===== config.mk =====
export PLATFORM = sky130hd
export DESIGN_NAME = sixstep_commutator
export DESIGN_NICKNAME = d
export VERILOG_FILES = /design/src/rtl/sixstep_pkg.sv /design/src/rtl/sixstep_sync.sv /design/src/rtl/sixstep_decode.sv /design/src/rtl/sixstep_deadtime.sv /design/src/rtl/sixstep_commutator.sv
export SDC_FILE = /design/constraint.sdc
export NUM_CORES = 1
export LEC_CHECK = 0
export ABC_AREA = 1
export BUFFER_PORTS_ARGS = -buffer_cell sky130_fd_sc_hd__buf_2
export CAP_MARGIN = 20
export CORE_MARGIN = 2
export CORE_UTILIZATION = 50
export DETAILED_ROUTE_END_ITERATION = 12
export MAX_ROUTING_LAYER = met4
export PLACE_DENSITY = 0.68
export SETUP_SLACK_MARGIN = 0.02
export SYNTH_ARGS = -nofsm -noshare
export SYNTH_HDL_FRONTEND = slang
export SYNTH_HIERARCHICAL = 1
export SYNTH_SLANG_ARGS = --single-unit

===== constraint.sdc =====
create_clock -name clk -period 2.3 [get_ports clk]
set_clock_uncertainty 0.1 [all_clocks]
set_input_delay 0.23 -clock clk [delete_from_list [all_inputs] [get_ports clk]]
set_output_delay 0.23 -clock clk [all_outputs]
set_load 0.005 [all_outputs]

===== src/rtl/sixstep_pkg.sv =====
package sixstep_pkg;

  typedef enum logic [1:0] {
    PH_A    = 2'd0,
    PH_B    = 2'd1,
    PH_C    = 2'd2,
    PH_NONE = 2'd3
  } phase_e;

  typedef struct packed {
    logic [2:0] lo;
    logic [2:0] hi;
  } gate_vec_t;

  localparam logic [2:0] CODE_STOP  = 3'b000;
  localparam logic [2:0] CODE_ALIGN = 3'b111;

  // The phase that carries PWM for a direction-0 code.
  function automatic phase_e source_of(input logic [2:0] code);
    case (code)
      3'b100, 3'b101: source_of = PH_A;
      3'b010, 3'b110: source_of = PH_B;
      3'b001, 3'b011: source_of = PH_C;
      default:        source_of = PH_NONE;
    endcase
  endfunction

  // The phase whose low side is held on for a direction-0 code.
  function automatic phase_e sink_of(input logic [2:0] code);
    case (code)
      3'b011, 3'b010: sink_of = PH_A;
      3'b101, 3'b001: sink_of = PH_B;
      3'b110, 3'b100: sink_of = PH_C;
      default:        sink_of = PH_NONE;
    endcase
  endfunction

  // Direction 1 complements commutation codes but keeps stop and align.
  function automatic logic [2:0] oriented_code(input logic [2:0] code,
                                               input logic       dir);
    if (dir && code != CODE_STOP && code != CODE_ALIGN)
      oriented_code = ~code;
    else
      oriented_code = code;
  endfunction

  function automatic gate_vec_t decode_gates(input logic [2:0] code,
                                             input logic       dir,
                                             input logic       pwm,
                                             input logic       diode_fw,
                                             input logic       brake_req,
                                             input logic       coast);
    gate_vec_t  v;
    logic [2:0] eff;
    phase_e     src;
    phase_e     snk;
    logic       fw_lo;
    v     = '0;
    eff   = oriented_code(code, dir);
    src   = source_of(eff);
    snk   = sink_of(eff);
    fw_lo = diode_fw ? 1'b0 : ~pwm;
    if (brake_req) begin
      if (!coast) v.lo = 3'b111;
    end else if (eff == CODE_ALIGN) begin
      v.hi = {2'b00, pwm};
      v.lo = {2'b11, fw_lo};
    end else if (src != PH_NONE && snk != PH_NONE) begin
      v.hi[src] = pwm;
      v.lo[src] = fw_lo;
      v.lo[snk] = 1'b1;
    end
    decode_gates = v;
  endfunction

endpackage


===== src/rtl/sixstep_sync.sv =====
module sixstep_sync #(
  parameter int                 WIDTH     = 6,
  parameter int                 STAGES    = 2,
  parameter logic [WIDTH-1:0]   RESET_VAL = '0
) (
  input  logic             clk,
  input  logic             rst_n,
  input  logic [WIDTH-1:0] d_in,
  output logic [WIDTH-1:0] q_out
);
  logic [WIDTH-1:0] stage_q [STAGES];

  for (genvar s = 0; s < STAGES; s++) begin : g_stage
    if (s == 0) begin : g_first
      always_ff @(posedge clk or negedge rst_n) begin
        if (!rst_n) stage_q[0] <= RESET_VAL;
        else        stage_q[0] <= d_in;
      end
    end else begin : g_next
      always_ff @(posedge clk or negedge rst_n) begin
        if (!rst_n) stage_q[s] <= RESET_VAL;
        else        stage_q[s] <= stage_q[s-1];
      end
    end
  end

  assign q_out = stage_q[STAGES-1];
endmodule


===== src/rtl/sixstep_decode.sv =====
module sixstep_decode
  import sixstep_pkg::*;
(
  input  logic       clk,
  input  logic       rst_n,
  input  logic [2:0] code,
  input  logic       dir,
  input  logic       pwm,
  input  logic       diode_fw,
  input  logic       brake_req,
  input  logic       coast,
  output gate_vec_t  req
);
  gate_vec_t next_req;

  always_comb next_req = decode_gates(code, dir, pwm, diode_fw, brake_req, coast);

  always_ff @(posedge clk or negedge rst_n) begin
    if (!rst_n) req <= '0;
    else        req <= next_req;
  end
endmodule


===== src/rtl/sixstep_deadtime.sv =====
module sixstep_deadtime #(
  parameter int DT_W = 4
) (
  input  logic            clk,
  input  logic            rst_n,
  input  logic            req_hi,
  input  logic            req_lo,
  input  logic [DT_W-1:0] dead_cycles,
  output logic            out_hi,
  output logic            out_lo
);
  logic [1:0] req_pair;
  logic [1:0] out_pair;

  assign req_pair = {req_lo, req_hi};
  assign out_hi   = out_pair[0];
  assign out_lo   = out_pair[1];

  for (genvar g = 0; g < 2; g++) begin : g_gate
    logic [DT_W-1:0] wait_cnt;
    logic            partner_on;
    assign partner_on = out_pair[1-g];

    always_ff @(posedge clk or negedge rst_n) begin
      if (!rst_n) begin
        out_pair[g] <= 1'b0;
        wait_cnt    <= '0;
      end else if (!req_pair[g]) begin
        out_pair[g] <= 1'b0;
        wait_cnt    <= '0;
      end else if (out_pair[g]) begin
        out_pair[g] <= 1'b1;
      end else if (partner_on) begin
        wait_cnt    <= '0;
      end else if (wait_cnt >= dead_cycles) begin
        out_pair[g] <= 1'b1;
      end else begin
        wait_cnt    <= wait_cnt + 1'b1;
      end
    end
  end
endmodule


===== src/rtl/sixstep_commutator.sv =====
module sixstep_commutator
  import sixstep_pkg::*;
#(
  parameter int DT_W      = 4,
  parameter int SYNC_DEPTH = 2
) (
  input  logic            clk,
  input  logic            rst_n,
  input  logic            pwm_in,
  input  logic [2:0]      hall_in,
  input  logic            dir_in,
  input  logic            brake_n_in,
  input  logic            async_rect,
  input  logic            coast_sel,
  input  logic [DT_W-1:0] dead_cycles,
  output logic [2:0]      gate_hi,
  output logic [2:0]      gate_lo
);
  localparam int SYNC_W = 6;
  localparam logic [SYNC_W-1:0] SYNC_RST = 6'b010000;

  logic [SYNC_W-1:0] sync_q;
  logic [2:0]        code_s;
  logic              dir_s;
  logic              pwm_s;
  logic              brake_n_s;
  logic              brake_req_s;
  gate_vec_t         req;

  sixstep_sync #(.WIDTH(SYNC_W), .STAGES(SYNC_DEPTH), .RESET_VAL(SYNC_RST)) u_sync (
    .clk   (clk),
    .rst_n (rst_n),
    .d_in  ({pwm_in, brake_n_in, dir_in, hall_in}),
    .q_out (sync_q)
  );

  assign code_s      = sync_q[2:0];
  assign dir_s       = sync_q[3];
  assign brake_n_s   = sync_q[4];
  assign pwm_s       = sync_q[5];
  assign brake_req_s = ~brake_n_s;

  sixstep_decode u_decode (
    .clk       (clk),
    .rst_n     (rst_n),
    .code      (code_s),
    .dir       (dir_s),
    .pwm       (pwm_s),
    .diode_fw  (async_rect),
    .brake_req (brake_req_s),
    .coast     (coast_sel),
    .req       (req)
  );

  for (genvar p = 0; p < 3; p++) begin : g_phase
    sixstep_deadtime #(.DT_W(DT_W)) u_dt (
      .clk         (clk),
      .rst_n       (rst_n),
      .req_hi      (req.hi[p]),
      .req_lo      (req.lo[p]),
      .dead_cycles (dead_cycles),
      .out_hi      (gate_hi[p]),
      .out_lo      (gate_lo[p])
    );
  end
endmodule


=== After elaboration in Yosys (flattened, before gate mapping) ===
Index checks and enable logic that the tools add are counted.

* Flip-flop bits (word level): 48
* Output and inout bits: 6
* Logic and storage cells: 138

* $add $sub $neg: 6
* $lt $le $gt $ge: 10
* Eq/ne operators: 22
* Muxes and demuxes: 61
* Bitwise gates (word level): 5
* Reduce and logical (&&, ||, !) cells: 18

{| class="wikitable"
|+ Operators by type and width
! kind !! number
|-
| 2-to-1 mux 4 bit || 24
|-
| 2-to-1 mux 1 bit || 27
|-
| adder 4 x 1 -> 4 bit, second input constant || 6
|-
| greater-or-equal comparator 4 bit || 6
|-
| != test 3 x 2 -> 1 bit, second input constant || 6
|-
| != test 2 bit, second input constant || 8
|-
| == test 3 bit, second input constant || 4
|-
| 2-to-1 mux 3 bit || 4
|-
| 2-to-1 mux 6 bit || 2
|-
| case mux 2 bit (3 select lines) || 2
|-
| AND reduction 2 bit || 6
|-
| OR reduction 2 bit || 6
|-
| AND 3 bit || 2
|-
| == test 3 x 2 -> 1 bit, second input constant || 2
|-
| less-than comparator 2 x 3 -> 1 bit, second input constant || 2
|-
| logical AND 1 bit || 5
|-
| demux 1 bit (select 2 bit) || 2
|-
| greater-or-equal comparator 2 x 1 -> 1 bit, second input constant || 2
|-
| == test 3 x 1 -> 1 bit, second input constant || 1
|-
| != test 3 bit, second input constant || 1
|-
| NOT 3 bit || 1
|-
| OR 3 bit || 1
|-
| nonzero test 3 bit || 1
|-
| NOT 1 bit || 1
|}

=== Depth between registers and ports, before layout ===
* Depth in word-level cells: 16
* Mapped depth: 11

=== Cells and area by module ===
The synthesis kept the hierarchy.

{| class="wikitable"
|+ Modules (own cells, without submodules)
! module !! instances !! cells each !! area each (µm²) !! seq. area each (µm²)
|-
| sixstep_deadtime || 3 || 101 || 759.5 || 250.2
|-
| sixstep_decode || 1 || 56 || 409.1 || 150.1
|-
| sixstep_sync || 1 || 18 || 347.8 || 302.8
|-
| sixstep_commutator || 1 || 1 || 3.8 || 0.0
|}

=== Least setup slack after synthesis ===
OpenSTA, ideal clock, no wires.

* Path kind: reg2reg
* Start point: reg g_phase[0].u_dt.g_gate[1].wait_cnt[1]
* End point: reg g_phase[0].u_dt.g_gate[1].wait_cnt[0]
* Setup time: 0.117 ns
* Arrival time: 1.179 ns
* Data required time: 2.083 ns
* Setup slack: 0.904 ns
* Cell stages (with the launch flop): 10
* Buffers on the path: 0
* Clock period less this slack: 1.396 ns
* Cell sequence: dfrtp_1 -> ha_1 -> nand2_2 -> nand2_2 -> nand2_1 -> nand3_1 -> nand2_2 -> nand2_4 -> nand2_1 -> nand2_1

* Word-level cells in the longest chain between the ends: 3

{| class="wikitable"
|+ Ends and longest elaborated chain
! item !! line !! RTL
|-
| start: declaration || sixstep_deadtime.sv:20 || <nowiki>logic [DT_W-1:0] wait_cnt;</nowiki>
|-
| start signal: assignment || sixstep_deadtime.sv:38 || <nowiki>wait_cnt <= wait_cnt + 1'b1;</nowiki>
|-
| greater-or-equal comparator 4 bit || sixstep_deadtime.sv:35 || <nowiki>end else if (wait_cnt >= dead_cycles) begin</nowiki>
|-
| != test 3 x 2 -> 1 bit (no source line) || - ||
|-
| AND reduction 2 bit (no source line) || - ||
|}

Every way passes these cells.
A chain may end at the register's enable or synchronous reset.

=== Final worst setup path ===
* Start point: reg g_phase[0].u_dt.g_gate[1].wait_cnt[1]
* End point: reg g_phase[0].u_dt.g_gate[1].wait_cnt[2]

* Word-level cells in the longest chain between the ends: 5

{| class="wikitable"
|+ Ends and longest elaborated chain
! item !! line !! RTL
|-
| adder 4 x 1 -> 4 bit || sixstep_deadtime.sv:38 ||
|-
| 2-to-1 mux 4 bit || sixstep_deadtime.sv:35 ||
|-
| 2-to-1 mux 4 bit || sixstep_deadtime.sv:33 || <nowiki>end else if (partner_on) begin</nowiki>
|-
| 2-to-1 mux 4 bit || sixstep_deadtime.sv:31 || <nowiki>end else if (out_pair[g]) begin</nowiki>
|-
| 2-to-1 mux 4 bit || sixstep_deadtime.sv:28 || <nowiki>end else if (!req_pair[g]) begin</nowiki>
|}

Parallel ways exist; a longest one is shown, timed or not. The select of a mux whose other input is x is not followed.

==> impl_metrics.yaml <==
clock_tree:
  worst_skew_pair.late_latency_ps: 310
  cts_repair_resize_count: 0
  cts_hold_repair.buffers: 7
  clock-root-buffer: "sky130_fd_sc_hd__clkbuf_8"
  htree_levels: 2
  cts_buffer_depth: 2
  clk_transition_reported_paths_ps: 90
  tritoncts_clock_tree: "yes"
  cts_setup_buffers: 0
  total_cts_buffers: 5
  clock_sinks: 48
floorplan:
  starting_density_of_the_core_pct: 51.6
  die_y_um: 82.0
  die_area_sq_um: 6720
  core_area_sq_um: 5890
  fp-row-count: 28
  ios: 20
  die-width_um: 82.0
synth:
  number_of_nets_produced_by_synthesis: 422
  synth.ff_latch_count: 48
  synth_cell_type_count: 21
  postSynthAreaPerCell_sq_um: 8.04
  yosys_warnings: 6
  synth_area_sq_um: 3040
  post_synth_inst_count: 378
  synth.yosys.seq_area_share_pct: 39.6
layout:
  finish.cell_count_without_fillers: 483
  area_delta_synth_final_pct: 11.5
  final_layout_size_suffix_gt1_share_pct: 17.2
  antenna_cells: 0
  num-fill-cells: 527
  num-nets-final: 451
worst_setup_path:
  critical_path_required_ps: 2400
  cp-start-kind: "register"
  setup.reg_to_reg.worst_slack_ps: 700
  critPathMaxFanout: 5
  critical_path.reg2reg.startpoint: "g_phase[0].u_dt/g_gate[1].wait_cnt[1]$_DFFE_PN0P_"
  worstPathArrival_ps: 1690
  worst_setup_path_startpoint: "g_phase[0].u_dt/g_gate[1].wait_cnt[1]$_DFFE_PN0P_"
  worstSetupEndpointType: "register"
  timing_worst_setup_path_type: "reg2reg"
timing:
  grt_setup_unrepaired: "false"
  final-max-slew-violation-count: 0
  period_needed_ps: 1600
  timing.final.hold_violations: 0
  worst_slew_pin_slew_ps: 460
  finalCritPeriodShare_pct: 69.4
  setup_viol: 0
  final.setup.tns_ps: 0
  max-slew-margin-rel_pct: 69.3
  achievable-frequency_mhz: 627
pwr:
  vdd_drop_max_mv: 0.382
  static-leakage-power_nw: 1.86
  combinational_share_of_power_pct: 21.3
  intPower_mw: 1.46
  clockPowerShare_pct: 30.9
  switching_share_pct: 31.2
  p_switching_mw: 0.663
  power_density_nw_per_um2: 627
  seq_power_share_pct: 47.7
global_route:
  vias_in_the_first_global_route: 2272
  globalRoute.totalOverflow: 0
  grt_max_degree: 20
  global_route.usage.total_pct: 19.2
  grt_pass1_wl_um: 9740
  antenna_found_initial: 0
worst_hold_path:
  worst_hold_startpoint: "coast_sel"
  hp-class: "in2reg"
place:
  placement.io_buffers: 19
  gpl.final_weighted_congestion: 0.850
  placedCellCount: 468
  detailedPlacementHpwl_um: 4150
routing:
  dr_vias_cell: 4.87
  detail_route.first_pass.iterations: 4
  drt-initial-drc-count: 82
  drt-total-wl_um: 5500
  wl_per_cell_um: 11.4
  ant_nets: 0
  number_of_remaining_drc_errors: 0
  via_total_after_detailed_routing: 2354
run_status:
  run_status: "finished clean"
job:
  max_cap_violations: 0
[through the flow]
stage	power (mW)	util [%]	setup slack [ps]	hold slack (ps)	instance area (sq um)
floorplan	1.35	-	904	-166	3040
global placement	1.47	54.3	770	111	3200
detailed placement	1.48	54.3	741	110	3200
CTS	2.15	57.6	712	93.0	3390
global route	2.26	57.6	602	96.6	3390
finish	2.13	57.6	704	104	3390
[final cells by class]
type / instances / area, sq um / share of cell area, %
inverter: 64 / 241 / 7.12
sequential: 48 / 1200 / 35.5
tap: 75 / 93.8 / 2.77
multi-input combinational: 260 / 1550 / 45.7
clock buffer: 6 / 82.6 / 2.44
clock inverter: 2 / 38.8 / 1.14
timing repair buffer: 28 / 180 / 5.32
[power groups by stage]
stage | sequential (mW) | clock [mW] | combinational, mW
finish | 1.01 | 0.657 | 0.454
global route | 1.03 | 0.702 | 0.530
CTS | 1.01 | 0.681 | 0.457
detailed placement | 1.03 | 0 | 0.445
global placement | 1.03 | 0 | 0.438
floorplan | 1.00 | 0 | 0.351
[cells in the mapped netlist (all sizes together)]
cell | instances | area (sq um)
buf | 6 | 45.0
nor3 | 1 | 5.00
dfstp | 2 | 52.6
or2 | 1 | 6.26
ha | 30 | 375
xnor2 | 6 | 52.6
inv | 63 | 236
nand4 | 15 | 93.8
nor2 | 28 | 153
dfrtp | 46 | 1150
clkinv | 1 | 5.00
nand2 | 124 | 571
nor3b | 1 | 12.5
a21oi | 12 | 60.1
nand3 | 42 | 220
[per-layer routing]
layer | GRT usage [%] | share of wire [%] | vias to the layer above
li1 | - | - | 1247
met2 | 30.9 | 46 | 34
met3 | 2.64 | 3.7 | 8
met5 | - | 0 | -
met1 | 24.7 | 48 | 1065
met4 | 7.50 | 1.6 | 0
[final timing paths]
| kind | cells after the start | end |
|---|---|---|
| worst max-delay path | 9 | g_phase[0].u_dt/g_gate[1].wait_cnt[2]$_DFFE_PN0P_ |
| worst min-delay path | 3 | u_decode/req[3]$_DFF_PN0_ |
| worst max register to register | 9 | g_phase[0].u_dt/g_gate[1].wait_cnt[2]$_DFFE_PN0P_ |
| worst min register to register | 0 | u_sync/q_out[5]$_DFF_PN0_ |
| max in group asynchronous | 3 | u_sync/q_out[4]$_DFF_PN1_ |
| min in group asynchronous | 2 | g_phase[2].u_dt/g_gate[1].wait_cnt[3]$_DFFE_PN0P_ |
[critical path, cell delays in order (launching register included)]
cell and delay [ps]:
sky130_fd_sc_hd__dfrtp_1 450, sky130_fd_sc_hd__ha_1 340, sky130_fd_sc_hd__nand2_2 90, sky130_fd_sc_hd__nand2_2 40, sky130_fd_sc_hd__nand2_1 50, sky130_fd_sc_hd__nand3_1 90
sky130_fd_sc_hd__nand2_2 140, sky130_fd_sc_hd__nand2_4 80, sky130_fd_sc_hd__nand2_1 60, sky130_fd_sc_hd__nand2_1 50
[cell usage in the layout (no fill, tap or decap)]
cell type	count
sky130_fd_sc_hd__buf_2	19
sky130_fd_sc_hd__inv_1	62
sky130_fd_sc_hd__dlygate4sd3_1	7
sky130_fd_sc_hd__clkbuf_8	6
sky130_fd_sc_hd__clkinv_4	1
sky130_fd_sc_hd__buf_4	2
sky130_fd_sc_hd__nand2_4	8
sky130_fd_sc_hd__xnor2_1	6
sky130_fd_sc_hd__nor2_1	21
sky130_fd_sc_hd__a21oi_1	12
sky130_fd_sc_hd__nand4_1	15
sky130_fd_sc_hd__nand2_1	98
sky130_fd_sc_hd__nor3_1	1
sky130_fd_sc_hd__nand2_2	18
sky130_fd_sc_hd__bufinv_16	1
sky130_fd_sc_hd__dfstp_2	2
sky130_fd_sc_hd__clkinv_2	1
sky130_fd_sc_hd__or2_2	1
sky130_fd_sc_hd__ha_1	30
sky130_fd_sc_hd__nor2_2	1
sky130_fd_sc_hd__nor3b_2	1
sky130_fd_sc_hd__inv_2	1
sky130_fd_sc_hd__nor2_4	6
sky130_fd_sc_hd__dfrtp_1	46
sky130_fd_sc_hd__nand3_1	40
sky130_fd_sc_hd__nand3_2	2
[flip-flops by register name, indices dropped and copies added (netlist names)]
register / flops
u_sync/stage_q: 6
g_phase.u_dt/g_gate.wait_cnt: 24
u_decode/req: 6
g_phase.u_dt/out_hi: 3
u_sync/q_out: 6
g_phase.u_dt/out_lo: 3
[kinds of logic after synthesis]
logic type | synth area share (%)
buf+inv | 9.43
simple gates | 34.9
flops | 39.6
compound gates | 1.98
fa+ha+maj | 12.4
xor+xnor | 1.73
Power figures use the tool's default switching activity.
